===== config.mk =====
export PLATFORM = sky130hd
export DESIGN_NAME = serial_audio_rx
export DESIGN_NICKNAME = d
export VERILOG_FILES = /design/src/rtl/sar_pkg.sv /design/src/rtl/sar_wclk_track.sv /design/src/rtl/sar_window.sv /design/src/rtl/sar_shifter.sv /design/src/rtl/serial_audio_rx.sv
export SDC_FILE = /design/constraint.sdc
export NUM_CORES = 1
export LEC_CHECK = 0
export ABC_AREA = 0
export BUFFER_PORTS_ARGS = -buffer_cell sky130_fd_sc_hd__buf_2
export CORE_AREA = 5 5 102 104
export DETAILED_ROUTE_END_ITERATION = 8
export DIE_AREA = 0 0 107 109
export PLACE_DENSITY = 0.58
export SLEW_MARGIN = 10
export SYNTH_ARGS = -nofsm -noshare
export SYNTH_HDL_FRONTEND = slang
export SYNTH_SLANG_ARGS = --single-unit

===== constraint.sdc =====
create_clock -name bclk -period 6.4 [get_ports bclk]
set_clock_uncertainty 0.15 [all_clocks]
set_input_delay 0.64 -clock bclk [delete_from_list [all_inputs] [get_ports bclk]]
set_output_delay 0.64 -clock bclk [all_outputs]
set_load 0.005 [all_outputs]

===== src/rtl/sar_pkg.sv =====
package sar_pkg;

    // Framing codes as they appear on fmt_sel
    typedef enum logic [1:0] {
        FMT_LJ     = 2'd0,
        FMT_I2S    = 2'd1,
        FMT_RJ     = 2'd2,
        FMT_LJ_ALT = 2'd3
    } fmt_e;

    // Receiver controller states
    typedef enum logic [1:0] {
        ST_HUNT  = 2'd0,
        ST_LEFT  = 2'd1,
        ST_RIGHT = 2'd2
    } rx_state_e;

    // Active configuration, loaded only at a frame boundary
    typedef struct packed {
        fmt_e       fmt;
        logic [1:0] wsel;
    } rx_cfg_t;

    // Word-clock level that marks the left channel
    function automatic logic left_level(input fmt_e f);
        return (f != FMT_I2S);
    endfunction

    // Word length in bits for a width code
    function automatic logic [4:0] word_len(input logic [1:0] ws);
        logic [4:0] len;
        unique case (ws)
            2'd0:    len = 5'd16;
            2'd1:    len = 5'd18;
            2'd2:    len = 5'd20;
            default: len = 5'd24;
        endcase
        return len;
    endfunction

endpackage


===== src/rtl/sar_wclk_track.sv =====
module sar_wclk_track #(
    parameter int HALF_SLOTS = 32,
    parameter int IDX_W      = 6
) (
    input  logic             clk,
    input  logic             rst_n,
    input  logic             wclk,
    output logic             wclk_edge,
    output logic [IDX_W-1:0] slot_idx
);

    // Saturating ceiling: a half that runs long never wraps back into a window
    localparam logic [IDX_W-1:0] SAT = IDX_W'(2 * HALF_SLOTS - 1);

    logic             wclk_q;
    logic [IDX_W-1:0] cnt_q;

    assign wclk_edge = wclk ^ wclk_q;

    // Slot index of the sample being taken on this edge
    always_comb begin
        if (wclk_edge) begin
            slot_idx = '0;
        end else if (cnt_q == SAT) begin
            slot_idx = SAT;
        end else begin
            slot_idx = cnt_q + IDX_W'(1);
        end
    end

    always_ff @(posedge clk) begin
        if (!rst_n) begin
            wclk_q <= 1'b0;
            cnt_q  <= SAT;
        end else begin
            wclk_q <= wclk;
            cnt_q  <= slot_idx;
        end
    end

    // A half never longer than the saturation point restarts from zero
    AST_IDX_RESTART: assert property (@(posedge clk) disable iff (!rst_n)
        wclk_edge |=> (cnt_q == '0));

endmodule


===== src/rtl/sar_window.sv =====
module sar_window
    import sar_pkg::*;
#(
    parameter int HALF_SLOTS = 32,
    parameter int IDX_W      = 6
) (
    input  fmt_e             fmt,
    input  logic [1:0]       wsel,
    input  logic [IDX_W-1:0] slot_idx,
    output logic             in_win,
    output logic             first_bit,
    output logic             last_bit,
    output logic [4:0]       len_o
);

    localparam int EW = IDX_W + 1;
    localparam logic [EW-1:0] HALF_L = EW'(HALF_SLOTS);

    logic [EW-1:0] start_s;
    logic [EW-1:0] stop_s;
    logic [EW-1:0] idx_e;
    logic [EW-1:0] len_e;

    assign len_o = word_len(wsel);
    assign len_e = EW'(len_o);
    assign idx_e = EW'(slot_idx);

    // MSB slot per framing
    always_comb begin
        unique case (fmt)
            FMT_I2S: start_s = EW'(1);
            FMT_RJ:  start_s = HALF_L - len_e;
            default: start_s = '0;
        endcase
    end

    assign stop_s    = start_s + len_e - EW'(1);
    assign in_win    = (idx_e >= start_s) && (idx_e <= stop_s);
    assign first_bit = (idx_e == start_s);
    assign last_bit  = (idx_e == stop_s);

endmodule


===== src/rtl/sar_shifter.sv =====
module sar_shifter #(
    parameter int SAMPLE_W = 24
) (
    input  logic                clk,
    input  logic                rst_n,
    input  logic                shift_en,
    input  logic                restart,
    input  logic                sdata,
    output logic [SAMPLE_W-1:0] word_next
);

    logic [SAMPLE_W-1:0] sh_q;

    // A fresh word starts from zero, so shorter words stay zero-filled
    assign word_next = restart ? {{(SAMPLE_W-1){1'b0}}, sdata}
                               : {sh_q[SAMPLE_W-2:0], sdata};

    always_ff @(posedge clk) begin
        if (!rst_n) begin
            sh_q <= '0;
        end else if (shift_en) begin
            sh_q <= word_next;
        end
    end

endmodule


===== src/rtl/serial_audio_rx.sv =====
module serial_audio_rx
    import sar_pkg::*;
#(
    parameter int SAMPLE_W   = 24,
    parameter int HALF_SLOTS = 32
) (
    input  logic                bclk,
    input  logic                rst_n,
    input  logic                wclk,
    input  logic                sdata,
    input  logic [1:0]          fmt_sel,
    input  logic [1:0]          width_sel,
    output logic [SAMPLE_W-1:0] left_sample,
    output logic [SAMPLE_W-1:0] right_sample,
    output logic                sample_valid
);

    localparam int IDX_W = $clog2(2 * HALF_SLOTS);

    rx_state_e        state_q, state_d;
    rx_cfg_t          act_q, pend, eff;
    logic             wclk_edge;
    logic [IDX_W-1:0] slot_idx;
    logic             boundary;
    logic             in_win, first_bit, last_bit;
    logic [4:0]       len;
    logic [SAMPLE_W-1:0] word_next;
    logic             shift_en, take_left, take_right;
    logic [SAMPLE_W-1:0] left_q, right_q;
    logic             vld_q, left_done_q;

    assign pend.fmt  = fmt_e'(fmt_sel);
    assign pend.wsel = width_sel;

    // Frame boundary: edge into the requested format's left level
    assign boundary = wclk_edge && (wclk == left_level(pend.fmt)) && (state_q != ST_LEFT);
    assign eff      = boundary ? pend : act_q;

    sar_wclk_track #(
        .HALF_SLOTS (HALF_SLOTS),
        .IDX_W      (IDX_W)
    ) u_track (
        .clk        (bclk),
        .rst_n      (rst_n),
        .wclk       (wclk),
        .wclk_edge  (wclk_edge),
        .slot_idx   (slot_idx)
    );

    sar_window #(
        .HALF_SLOTS (HALF_SLOTS),
        .IDX_W      (IDX_W)
    ) u_window (
        .fmt        (eff.fmt),
        .wsel       (eff.wsel),
        .slot_idx   (slot_idx),
        .in_win     (in_win),
        .first_bit  (first_bit),
        .last_bit   (last_bit),
        .len_o      (len)
    );

    sar_shifter #(
        .SAMPLE_W   (SAMPLE_W)
    ) u_shift (
        .clk        (bclk),
        .rst_n      (rst_n),
        .shift_en   (shift_en),
        .restart    (first_bit),
        .sdata      (sdata),
        .word_next  (word_next)
    );

    // State register
    always_ff @(posedge bclk) begin
        if (!rst_n) begin
            state_q <= ST_HUNT;
        end else begin
            state_q <= state_d;
        end
    end

    // Next state
    always_comb begin
        state_d = state_q;
        unique case (state_q)
            ST_HUNT: begin
                if (boundary) state_d = ST_LEFT;
            end
            ST_LEFT: begin
                if (wclk_edge) state_d = ST_RIGHT;
            end
            ST_RIGHT: begin
                if (wclk_edge) state_d = boundary ? ST_LEFT : ST_HUNT;
            end
            default: state_d = ST_HUNT;
        endcase
    end

    // Capture strobes follow the half the current sample belongs to
    assign shift_en   = (state_d != ST_HUNT) && in_win;
    assign take_left  = (state_d == ST_LEFT)  && in_win && last_bit;
    assign take_right = (state_d == ST_RIGHT) && in_win && last_bit;

    // Output registers
    always_ff @(posedge bclk) begin
        if (!rst_n) begin
            act_q       <= pend;
            left_q      <= '0;
            right_q     <= '0;
            vld_q       <= 1'b0;
            left_done_q <= 1'b0;
        end else begin
            if (boundary) begin
                act_q <= pend;
            end
            if (take_left) begin
                left_q <= word_next;
            end
            if (take_right) begin
                right_q <= word_next;
            end
            vld_q <= take_right && left_done_q;
            if (take_left) begin
                left_done_q <= 1'b1;
            end else if (boundary || take_right) begin
                left_done_q <= 1'b0;
            end
        end
    end

    assign left_sample  = left_q;
    assign right_sample = right_q;
    assign sample_valid = vld_q;

    AST_LEFT_LEVEL: assert property (@(posedge bclk) disable iff (!rst_n)
        (state_q == ST_LEFT && !wclk_edge) |-> (wclk == left_level(act_q.fmt)));

    AST_ZERO_FILL: assert property (@(posedge bclk) disable iff (!rst_n)
        (take_left || take_right) |-> ((word_next >> len) == '0));

    AST_VLD_SINGLE: assert property (@(posedge bclk) disable iff (!rst_n)
        sample_valid |=> !sample_valid);

    AST_VLD_IN_RIGHT: assert property (@(posedge bclk) disable iff (!rst_n)
        sample_valid |-> (state_q == ST_RIGHT));

    AST_CFG_AT_FRAME: assert property (@(posedge bclk) disable iff (!rst_n)
        !boundary |=> $stable(act_q));

    AST_HUNT_QUIET: assert property (@(posedge bclk) disable iff (!rst_n)
        (state_q == ST_HUNT && !boundary) |=>
            ($stable(left_q) && $stable(right_q) && !sample_valid));

endmodule


==> flow_summary_export.csv, run 1 <==
group,metric,value,unit
global_routing,grt_start_max_net_pins,90,
worst_setup_path,reg2reg_depth,19,
worst_setup_path,worstReg2RegEnd,"u_shift.sh_q[4]$_SDFFE_PN0P_",
clock_network,clk_latency,0.35,ns
timing,worst_pin_slew,0.937,ns
synthesis,synth_edf_count,0,
placed_design,portBuffers,56,
die,initial_utilization,0.389,
synthesis,synth_flop_cell,"dfxtp_1",
placed_design,place_ws,0.655,ns
timing,final_hold_viol_count,0,
route,dr.pass1.iters,4,
cells_and_area,final_area,0.00424,sq mm
timing,finalSetupViolCount,0,
route,via_per_inst,5.02,
timing,whs,0.314,ns
timing,fin_tns_setup,0,ns
clock_network,cts.root.buffer_cell,"clkbuf_8",
synthesis,syn_avg_cell_area,9.05,sq um
synthesis,synth.most_common_cell,"dfxtp_1",
power_and_ir_drop,total_power,1.20,mW
placed_design,hpwl,5.48,mm
cells_and_area,nNetsFinal,484,
worst_setup_path,cp.required,6.48,ns
placed_design,dp_cells,556,
global_routing,grt_antenna_before_repair,0,
die,die_area,0.0117,sq mm
synthesis,syn_area,0.00368,sq mm
worst_setup_path,startpoint_type,"primary input",
die,core-area,0.00946,sq mm
worst_setup_path,end_kind,"flop",
timing,fin_crit_sh,0.831,
power_and_ir_drop,power_density,282,mW/mm^2
synthesis,yosys-top-cells-count,"86 x dfxtp_1, 57 x nand2_1, 51 x nand3_1",
die,ios,57,
synthesis,synth_top_area_frac,0.467,
placed_design,routabilityCongestion,0.816,
placed_design,placed_area,0.00403,sq mm
min_path,hold_start,"left_sample[23]$_SDFFE_PN0P_",
worst_setup_path,crit_arrival,5.40,ns
die,fp.dieW,107,microns
synthesis,ys_seq_elements,86,
timing,drv_slew,0,
synthesis,yosys_warnings,0,
clock_network,clk_pin_slew_worst_paths,0.09,ns
timing,setup_slack,1.08,ns
clock_network,cts_made_buffers,9,
power_and_ir_drop,p_leak,1.89,nW
cells_and_area,antenna_cells,0,
global_routing,grt_pass1_vias,2770,
route,routedWlPerCell,13.5,microns
clock_network,post_cts_resized,0,
worst_setup_path,crit_path_top_delay_cell,"fa_1",
worst_setup_path,path_common_cell,"ha_1",
min_path,hold_end,"left_sample[23]$_SDFFE_PN0P_",
synthesis,syn_nets,438,
min_path,whs_path_depth,2,
route,drt_iter0_drc,130,
power_and_ir_drop,max-vdd-ir-drop,138,uV
worst_setup_path,r2r-start,"u_track.wclk_q$_SDFF_PN0_",
cells_and_area,utilization,0.448,
clock_network,clockBufferDepth,2,
die,fp-row-count,36,
timing,rsz0062_at_grt,"false",
clock_network,cts_tree,"built",
clock_network,cts.htree.levels,3,
clock_network,postCtsHoldBufs,0,
timing,finalCriticalPeriod,5.32,ns
synthesis,synthCells,407,
global_routing,grt_usage,0.139,
worst_setup_path,critPathMaxFanout,23,
synthesis,ys_seq_area_frac,0.467,
clock_network,clkSinkCount,86,
worst_setup_path,crit_type,"in -> reg",
route,vias,2871,
route,ant_nets,0,
synthesis,async_reset_ff_frac,0,
outcome,outcome,"finished clean",
global_routing,grt_pass1_wl,13.0,mm
timing,slew_headroom,0.375,
clock_network,postCtsSetupBuffers,0,
worst_setup_path,path_cells,"buf_2 > nand2b_1 > nor3b_1 > o21bai_1 > mux2i_1 > inv_1 > ha_1 > nor2b_1 > nand3_1 > ha_1 > inv_1 > ha_1 > fa_1 > inv_1 > ha_1 > a21oi_1 > o21ai_0 > a221o_1 > a221o_1 > buf_4 > mux2i_1",
route,wl,7.70,mm
cells_and_area,syn_to_final_growth,15.1,%
global_routing,overflow,0,
worst_setup_path,critical-path-max-stage-delay,0.48,ns
min_path,hp-class,"reg -> reg",
die,die_h,109,microns
synthesis,synth_area_leader_cell,"dfxtp_1",
job,maxCapViolations,0,
route,drc,0,
synthesis,synth.area.top_cells,"dfxtp_1 47%, mux2i_1 7.6%, ha_1 7.5%, nand3_1 6.9%, o21ai_0 6.3%",
cells_and_area,final_cells,572,
cells_and_area,drive_gt1_frac,0.181,
synthesis,ys_types,38,
timing,clock.fmax,188,MHz
worst_setup_path,ff2ff_setup_slack,1.25,ns
-- metal layers --
| layer | wire [microns] | share of wire | global-route usage | vias to the layer above |
|---|---|---|---|---|
| li1 | - | - | - | 1496 |
| met1 | 3740 | 0.49 | 0.180 | 1304 |
| met2 | 3490 | 0.45 | 0.221 | 60 |
| met3 | 343 | 0.045 | 0.0426 | 11 |
| met4 | 121 | 0.016 | 0.0484 | 0 |
| met5 | 0 | 0 | 0 | - |
-- placed cells by master (no fill, tap or decap), drive strengths merged, types with 3 or more instances in the layout --
cell type  instances
inv               20
xnor2              6
and3               3
buf               61
o21ai             54
a21oi             10
nor2              10
ha                22
clkbuf             9
nor2b              5
mux2i             28
dfxtp             86
nand2b             6
nand2             57
nand3             51
nand4              3
-- worst max-delay path, delay by kind of cell --
family / cells / cell delay [ns]
AO/OA/AOI/OAI: 5 / 1.43
multiplexers: 2 / 0.50
adder cells (fa/ha/maj): 5 / 1.55
AND/OR/NAND/NOR: 4 / 0.72
buffers and inverters: 5 / 0.52
-- power by group --
part | total (mW) | switching [mW] | internal, mW
Combinational | 0.249 | 0.146 | 0.103
Clock | 0.394 | 0.209 | 0.186
Sequential | 0.553 | 0.00738 | 0.546
Total | 1.20 | 0.362 | 0.834
-- worst max path at each step --
stage,start,end,cells past startpoint,slack (ns)
after floorplan,fmt_sel[1],u_shift.sh_q[10]$_SDFFE_PN0P_,22,1.23
after global placement,fmt_sel[1],u_shift.sh_q[4]$_SDFFE_PN0P_,21,0.80
after detailed placement,fmt_sel[1],right_sample[17]$_SDFFE_PN0P_,24,0.65
final,fmt_sel[1],u_shift.sh_q[4]$_SDFFE_PN0P_,21,1.08
after CTS,fmt_sel[1],right_sample[23]$_SDFFE_PN0P_,24,1.07
after global routing,fmt_sel[1],right_sample[15]$_SDFFE_PN0P_,24,0.57
-- area by class of cell --
cell class	count	area [sq um]
fill	965	5220
multi-input combinational	277	1780
sequential	86	1720
timing repair buffer	61	318
tap	114	143
clock buffer	9	124
clock inverter	7	82.6
inverter	18	67.6
-- cells by family (layout without fill, tap and decap cells) --
| family | Yosys count | count (layout) | share of synthesized area |
|---|---|---|---|
| AND/OR/NAND/NOR | 142 | 142 | 0.182 |
| flip-flops | 86 | 86 | 0.467 |
| AO/OA/AOI/OAI | 77 | 77 | 0.121 |
| buffers and inverters | 44 | 95 | 0.0547 |
| multiplexers | 28 | 28 | 0.0761 |
| adder cells (fa/ha/maj) | 23 | 23 | 0.0802 |
| XOR/XNOR | 7 | 7 | 0.0187 |
-- state kept, by name (all words and copies together), names as in the netlist --
register and flops:
left_sample 24, right_sample 24, u_shift.sh_q 23, u_track.cnt_q 6
act_q 4, state_q 2, left_done_q 1, sample_valid 1
u_track.wclk_q 1
Power figures use the tool's default switching activity.
==> inputs of run 2 (changes only) <==
==> constraint.sdc (replaced) <==
create_clock -name bclk -period 5.14 [get_ports bclk]
set_clock_uncertainty 0.15 [all_clocks]
set_input_delay 0.514 -clock bclk [delete_from_list [all_inputs] [get_ports bclk]]
set_output_delay 0.514 -clock bclk [all_outputs]
set_load 0.005 [all_outputs]
==> run 2 against run 1 <==
Effect of this change: sequential cell count stayed put; total power is 27% higher; global-route usage is 0.21 points higher; sequential share of layout area is 1.2 points lower; routed wire length is 1.2% higher; combinational power is 34% higher; clock power is 26% higher; core utilization is 1.4 points higher; final cell count is 1.7% higher.
==> flow_summary_export.csv, run 2 (same netlist as run 1, synthesis figures left out) <==
group,metric,value,unit
global_routing,grt_pass1_wl,13.4,mm
placed_design,hpwl,5.56,mm
cells_and_area,final_cell_mix,"86 x dfxtp_1, 57 x nand2_1, 56 x buf_2, 51 x nand3_1, 46 x o21ai_0",
clock_network,postCtsHoldBufs,0,
route,drt_iter0_drc,102,
cells_and_area,antenna_cells,0,
worst_setup_path,r2r-start,"u_track.wclk_q$_SDFF_PN0_",
cells_and_area,layout_commonest_cell,"dfxtp_1",
die,initial_utilization,0.389,
global_routing,grt_usage,0.141,
worst_setup_path,worstReg2RegEnd,"u_shift.sh_q[19]$_SDFFE_PN0P_",
clock_network,cts_tree,"built",
clock_network,clkSinkCount,86,
clock_network,post_cts_resized,0,
worst_setup_path,crit_path_top_delay_cell,"a221o_1",
die,fp-row-count,36,
route,wl,7.79,mm
global_routing,grt_antenna_before_repair,0,
route,ant_nets,0,
timing,clock.fmax,208,MHz
power_and_ir_drop,p_leak,1.96,nW
clock_network,cts.htree.levels,3,
die,ios,57,
cells_and_area,drive_gt1_frac,0.205,
die,die_h,109,microns
clock_network,cts_made_buffers,9,
worst_setup_path,crit_arrival,4.89,ns
power_and_ir_drop,power_density,347,mW/mm^2
worst_setup_path,path_cells,"buf_2 > nand2b_1 > buf_4 > nor3b_1 > o21bai_2 > buf_4 > mux2i_1 > inv_1 > ha_1 > nand2_1 > ha_1 > inv_1 > ha_1 > a21o_1 > a21oi_1 > xnor2_1 > xnor2_1 > ha_1 > and3_1 > a221o_1 > a221o_1 > buf_12 > mux2i_1",
job,maxCapViolations,0,
outcome,outcome,"finished clean",
worst_setup_path,end_kind,"flop",
worst_setup_path,worstPathBufferInverterCount,6,
worst_setup_path,crit_family,"compound AO/OA/AOI/OAI gates",
worst_setup_path,crit_cells,23,
clock_network,postCtsSetupBuffers,0,
worst_setup_path,cp.required,5.22,ns
placed_design,portBuffers,56,
clock_network,clk_latency,0.35,ns
timing,setup_slack,0.328,ns
die,core-area,0.00946,sq mm
route,drc,0,
worst_setup_path,ff2ff_setup_slack,0.38,ns
worst_setup_path,crit_type,"in -> reg",
worst_setup_path,critical-path-max-stage-delay,0.39,ns
timing,final_hold_viol_count,0,
clock_network,clockBufferDepth,2,
worst_setup_path,critPathMaxFanout,23,
cells_and_area,syn_to_final_growth,18.6,%
route,routedWlPerCell,13.4,microns
power_and_ir_drop,max-vdd-ir-drop,275,uV
timing,finalCriticalPeriod,4.81,ns
worst_setup_path,path_common_cell,"ha_1",
clock_network,cts.root.buffer_cell,"clkbuf_8",
route,via_per_inst,5.09,
cells_and_area,nNetsFinal,494,
timing,whs,0.273,ns
die,fp.dieW,107,microns
placed_design,routabilityCongestion,0.784,
global_routing,grt_start_max_net_pins,90,
worst_setup_path,reg2reg_depth,20,
die,die_area,0.0117,sq mm
worst_setup_path,startpoint,"fmt_sel[1]",
timing,worst_pin_slew,0.883,ns
timing,fin_crit_sh,0.936,
worst_setup_path,endpoint,"u_shift.sh_q[19]$_SDFFE_PN0P_",
placed_design,place_ws,-0.140,ns
timing,drv_slew,0,
timing,slew_headroom,0.411,
min_path,whs_path_depth,3,
route,vias,2962,
min_path,hp-class,"in -> reg",
global_routing,overflow,0,
worst_setup_path,startpoint_type,"primary input",
route,dr.pass1.iters,5,
clock_network,clk_pin_slew_worst_paths,0.09,ns
global_routing,grt_pass1_vias,2910,
timing,finalSetupViolCount,0,
==> run 2: changes by cell type in the layout (fill, tap and decap cells not counted) <==
cell,previous run,this run
nor2b_1,5,3
clkinv_4,2,0
buf_12,0,3
o21bai_1,2,1
nor2b_2,0,2
buf_4,5,12
o21bai_2,0,1
inv_6,1,2
clkinv_8,0,1
==> run 2: metrics by stage <==
step / instance area (sq um) / utilization / power, mW / TNS [ns] / cells
3_5_place_dp: 4150 / 0.438 / 1.04 / -2.89 / 566
2_1_floorplan: 3680 / - / 0.962 / 0 / 407
3_3_place_gp: 4150 / 0.438 / 1.03 / -0.157 / 566
5_1_grt: 4370 / 0.462 / 1.61 / -0.0115 / 582
6_report: 4370 / 0.462 / 1.52 / 0 / 582
4_1_cts: 4360 / 0.461 / 1.54 / 0 / 582
==> run 2: how the worst min path moves through the flow <==
| stage | to | from | slack [ns] |
|---|---|---|---|
| 3_3_place_gp | u_shift.sh_q[17]$_SDFFE_PN0P_ | u_shift.sh_q[17]$_SDFFE_PN0P_ | 0.29 |
| 6_report | act_q[0]$_DFF_P_ | width_sel[0] | 0.27 |
| 3_5_place_dp | u_shift.sh_q[12]$_SDFFE_PN0P_ | u_shift.sh_q[12]$_SDFFE_PN0P_ | 0.30 |
| 2_1_floorplan | sample_valid$_SDFF_PN0_ | left_done_q$_SDFFE_PN0P_ | 0.27 |
| 4_1_cts | act_q[0]$_DFF_P_ | width_sel[0] | 0.26 |
| 5_1_grt | act_q[0]$_DFF_P_ | width_sel[0] | 0.27 |
==> run 2: layout make-up <==
class | instances | area (sq um)
clock inverters | 7 | 90.1
repair buffers | 71 | 430
clock buffers | 9 | 124
well taps | 114 | 143
fillers | 947 | 5090
flip-flops and latches | 86 | 1720
multi-input cells | 277 | 1790
inverters | 18 | 67.6
==> run 2: power breakdown <==
part / internal, mW / leakage [nW] / switching [mW]
sequential: 0.679 / 0.697 / 0.00981
combinational: 0.146 / 1.16 / 0.187
clock: 0.235 / 0.101 / 0.261
total: 1.06 / 1.96 / 0.458
==> run 2: per-layer routing <==
| layer | wire length (microns) | global-route usage |
|---|---|---|
| met5 | 0 | 0 |
| met2 | 3640 | 0.237 |
| met3 | 288 | 0.0343 |
| met1 | 3750 | 0.179 |
| met4 | 112 | 0.0466 |
==> run 2: tightest hold or removal path, stage by stage <==
cell     delay, ns
buf_2         0.09
nor2_1        0.04
a21oi_1       0.09
==> inputs of run 3 (changes only) <==
--- a/config.mk
+++ b/config.mk
@@ -7,11 +7,12 @@
 export LEC_CHECK = 0
 export ABC_AREA = 0
 export BUFFER_PORTS_ARGS = -buffer_cell sky130_fd_sc_hd__buf_2
-export CORE_AREA = 5 5 102 104
+export CORE_AREA = 5 5 110 112
 export DETAILED_ROUTE_END_ITERATION = 8
-export DIE_AREA = 0 0 107 109
-export PLACE_DENSITY = 0.58
+export DIE_AREA = 0 0 115 117
+export PLACE_DENSITY = 0.57
 export SLEW_MARGIN = 10
 export SYNTH_ARGS = -nofsm -noshare
 export SYNTH_HDL_FRONTEND = slang
+export SYNTH_HIERARCHICAL = 1
 export SYNTH_SLANG_ARGS = --single-unit
==> run 3 against run 2 <==
Effect of this change: via count increased by 6.4%; die area increased by 15%; routed wire length up 16%; sequential share of layout area fell by 6.1 points; largest cell class unchanged; largest power group unchanged.
==> flow_summary_export.csv, run 3 <==
group,metric,value,unit
synthesis,synthCells,431,
timing,final_hold_viol_count,0,
global_routing,grt_antenna_before_repair,0,
global_routing,grt_start_max_net_pins,109,
power_and_ir_drop,p_leak,2.18,nW
clock_network,cts.htree.levels,3,
synthesis,yosys_warnings,6,
global_routing,grt_pass1_wl,14.8,mm
worst_setup_path,crit_arrival,4.97,ns
clock_network,cts_tree,"built",
route,via_per_inst,4.86,
cells_and_area,syn_to_final_growth,21.6,%
die,fp-row-count,39,
cells_and_area,multi_input_area,0.00236,sq mm
timing,clock.fmax,206,MHz
worst_setup_path,crit_type,"reg -> reg",
clock_network,clockBufferDepth,2,
power_and_ir_drop,power_switching,0.492,mW
synthesis,syn_avg_cell_area,9.86,sq um
cells_and_area,utilization,0.464,
die,die_h,117,microns
min_path,hp-class,"in -> reg",
worst_setup_path,startpoint_type,"flop",
route,dr.pass1.iters,4,
worst_setup_path,critical-path-max-stage-delay,0.37,ns
placed_design,routabilityCongestion,0.802,
worst_setup_path,cp.required,5.25,ns
die,initial_utilization,0.382,
die,die_area,0.0135,sq mm
cells_and_area,final_cell_mix,"86 x dfxtp_1, 69 x nor2b_1, 55 x nand2_1, 55 x buf_2, 51 x mux2i_1",
clock_network,cts.root.buffer_cell,"clkbuf_16",
power_and_ir_drop,clkPwrFrac,0.383,
worst_setup_path,crit_family,"compound AO/OA/AOI/OAI gates",
timing,fin_crit_sh,0.945,
synthesis,syn_nets,465,
worst_setup_path,crit_path_top_delay_cell,"or3_1",
global_routing,grt_usage,0.138,
route,vias,3151,
clock_network,cts_made_buffers,9,
worst_setup_path,path_cells,"nand2b_4 > nand2_1 > nor2_2 > buf_4 > mux2_2 > buf_4 > ha_1 > mux2i_1 > ha_1 > a21o_1 > a21oi_1 > xor2_1 > ha_1 > a21o_1 > a211oi_2 > a2bb2oi_2 > nand2_2 > or3_1 > o31ai_4 > clkbuf_16 > mux2i_1",
power_and_ir_drop,p_int,1.25,mW
worst_setup_path,critPathMaxFanout,6,
cells_and_area,nFillCells,1052,
route,drt_iter0_drc,136,
route,drc,0,
route,routedWlPerCell,13.9,microns
synthesis,syn_area,0.00425,sq mm
clock_network,clk_latency,0.34,ns
cells_and_area,drive_gt1_frac,0.249,
power_and_ir_drop,pwr-share-comb,0.221,
cells_and_area,layout_commonest_cell,"dfxtp_1",
power_and_ir_drop,switching_share,0.282,
cells_and_area,ff_latch_area,0.00172,sq mm
timing,drv_slew,0,
worst_setup_path,path_common_cell,"ha_1",
cells_and_area,nNetsFinal,535,
timing,slew_headroom,0.341,
die,core-area,0.0111,sq mm
timing,worst_pin_slew,0.989,ns
placed_design,hpwl,6.17,mm
global_routing,grt_pass1_vias,3117,
die,fp.dieW,115,microns
power_and_ir_drop,max-vdd-ir-drop,208,uV
route,wl,9.04,mm
timing,finalCriticalPeriod,4.86,ns
die,ios,57,
placed_design,portBuffers,56,
global_routing,overflow,0,
route,ant_nets,0,
power_and_ir_drop,power_density,338,mW/mm^2
worst_setup_path,end_kind,"flop",
timing,finalSetupViolCount,0,
job,maxCapViolations,0,
timing,fin_tns_setup,0,ns
outcome,outcome,"finished clean",
clock_network,clk_pin_slew_worst_paths,0.06,ns
clock_network,clkSinkCount,86,
cells_and_area,antenna_cells,0,
worst_setup_path,worstPathBufferInverterCount,3,
power_and_ir_drop,p_seq_frac,0.396,
[run 3: final timing paths]
path | depth (start not counted) | slack (ns) | end | startpoint
worst max-delay path | 21 | 0.28 | left_sample[11]$_SDFFE_PN0P_ | state_q[1]$_SDFF_PN0_
worst min-delay path | 2 | 0.27 | act_q[0]$_DFF_P_ | width_sel[0]
worst max register to register | 21 | 0.28 | left_sample[11]$_SDFFE_PN0P_ | state_q[1]$_SDFF_PN0_
worst min register to register | 2 | 0.31 | left_sample[20]$_SDFFE_PN0P_ | left_sample[20]$_SDFFE_PN0P_
[run 3: worst register-to-register path, cell delays in order (launching register included)]
cell and delay, ns:
dfxtp_1 0.35, nand2b_4 0.17, nand2_1 0.09, nor2_2 0.16, buf_4 0.15, mux2_2 0.33, buf_4 0.14, ha_1 0.20
mux2i_1 0.26, ha_1 0.29, a21o_1 0.16, a21oi_1 0.17, xor2_1 0.18, ha_1 0.27, a21o_1 0.18, a211oi_2 0.27
a2bb2oi_2 0.19, nand2_2 0.11, or3_1 0.37, o31ai_4 0.16, clkbuf_16 0.26, mux2i_1 0.18
[run 3: power by group through the flow]
stage	clock network, mW	logic [mW]	registers, mW
2_1_floorplan	0	0.271	0.702
3_3_place_gp	0	0.359	0.705
3_5_place_dp	0	0.371	0.705
4_1_cts	0.687	0.372	0.691
5_1_grt	0.719	0.429	0.693
6_report	0.667	0.386	0.691
[run 3: metal layers]
layer  vias up  global-route usage  share of wire
met4         0              0.0352         0.0092
met2        67               0.228           0.47
met3         5              0.0416          0.048
met5         -                   0              0
met1      1470               0.176           0.47
li1       1609                   -              -
[run 3: what timing repair did]
item                       4_1_cts  5_1_grt
hold endpoints to repair         0        0
setup buffers                    0        1
setup endpoints to repair        0       59
hold buffers                     0        0
gates resized for setup          0        6
[run 3: per-stage QoR]
| stage | total power [mW] | area [sq um] | setup WS [ns] | hold slack [ns] | cells |
|---|---|---|---|---|---|
| 2_1_floorplan | 0.973 | 4250 | 0.00993 | 0.274 | 431 |
| 3_3_place_gp | 1.06 | 4800 | 0.130 | 0.292 | 631 |
| 3_5_place_dp | 1.08 | 4800 | -0.0193 | 0.300 | 631 |
| 4_1_cts | 1.75 | 5110 | 0.148 | 0.260 | 647 |
| 5_1_grt | 1.84 | 5160 | -0.00729 | 0.261 | 649 |
| 6_report | 1.74 | 5160 | 0.280 | 0.271 | 649 |
[run 3: final cells by class]
type                            count  share of cell area
Sequential cell                    86               0.333
Multi-Input combinational cell    308               0.456
Timing Repair Buffer               82               0.106
Inverter                           14              0.0102
Tap cell                          143              0.0346
Clock inverter                      5              0.0109
Clock buffer                       11              0.0489
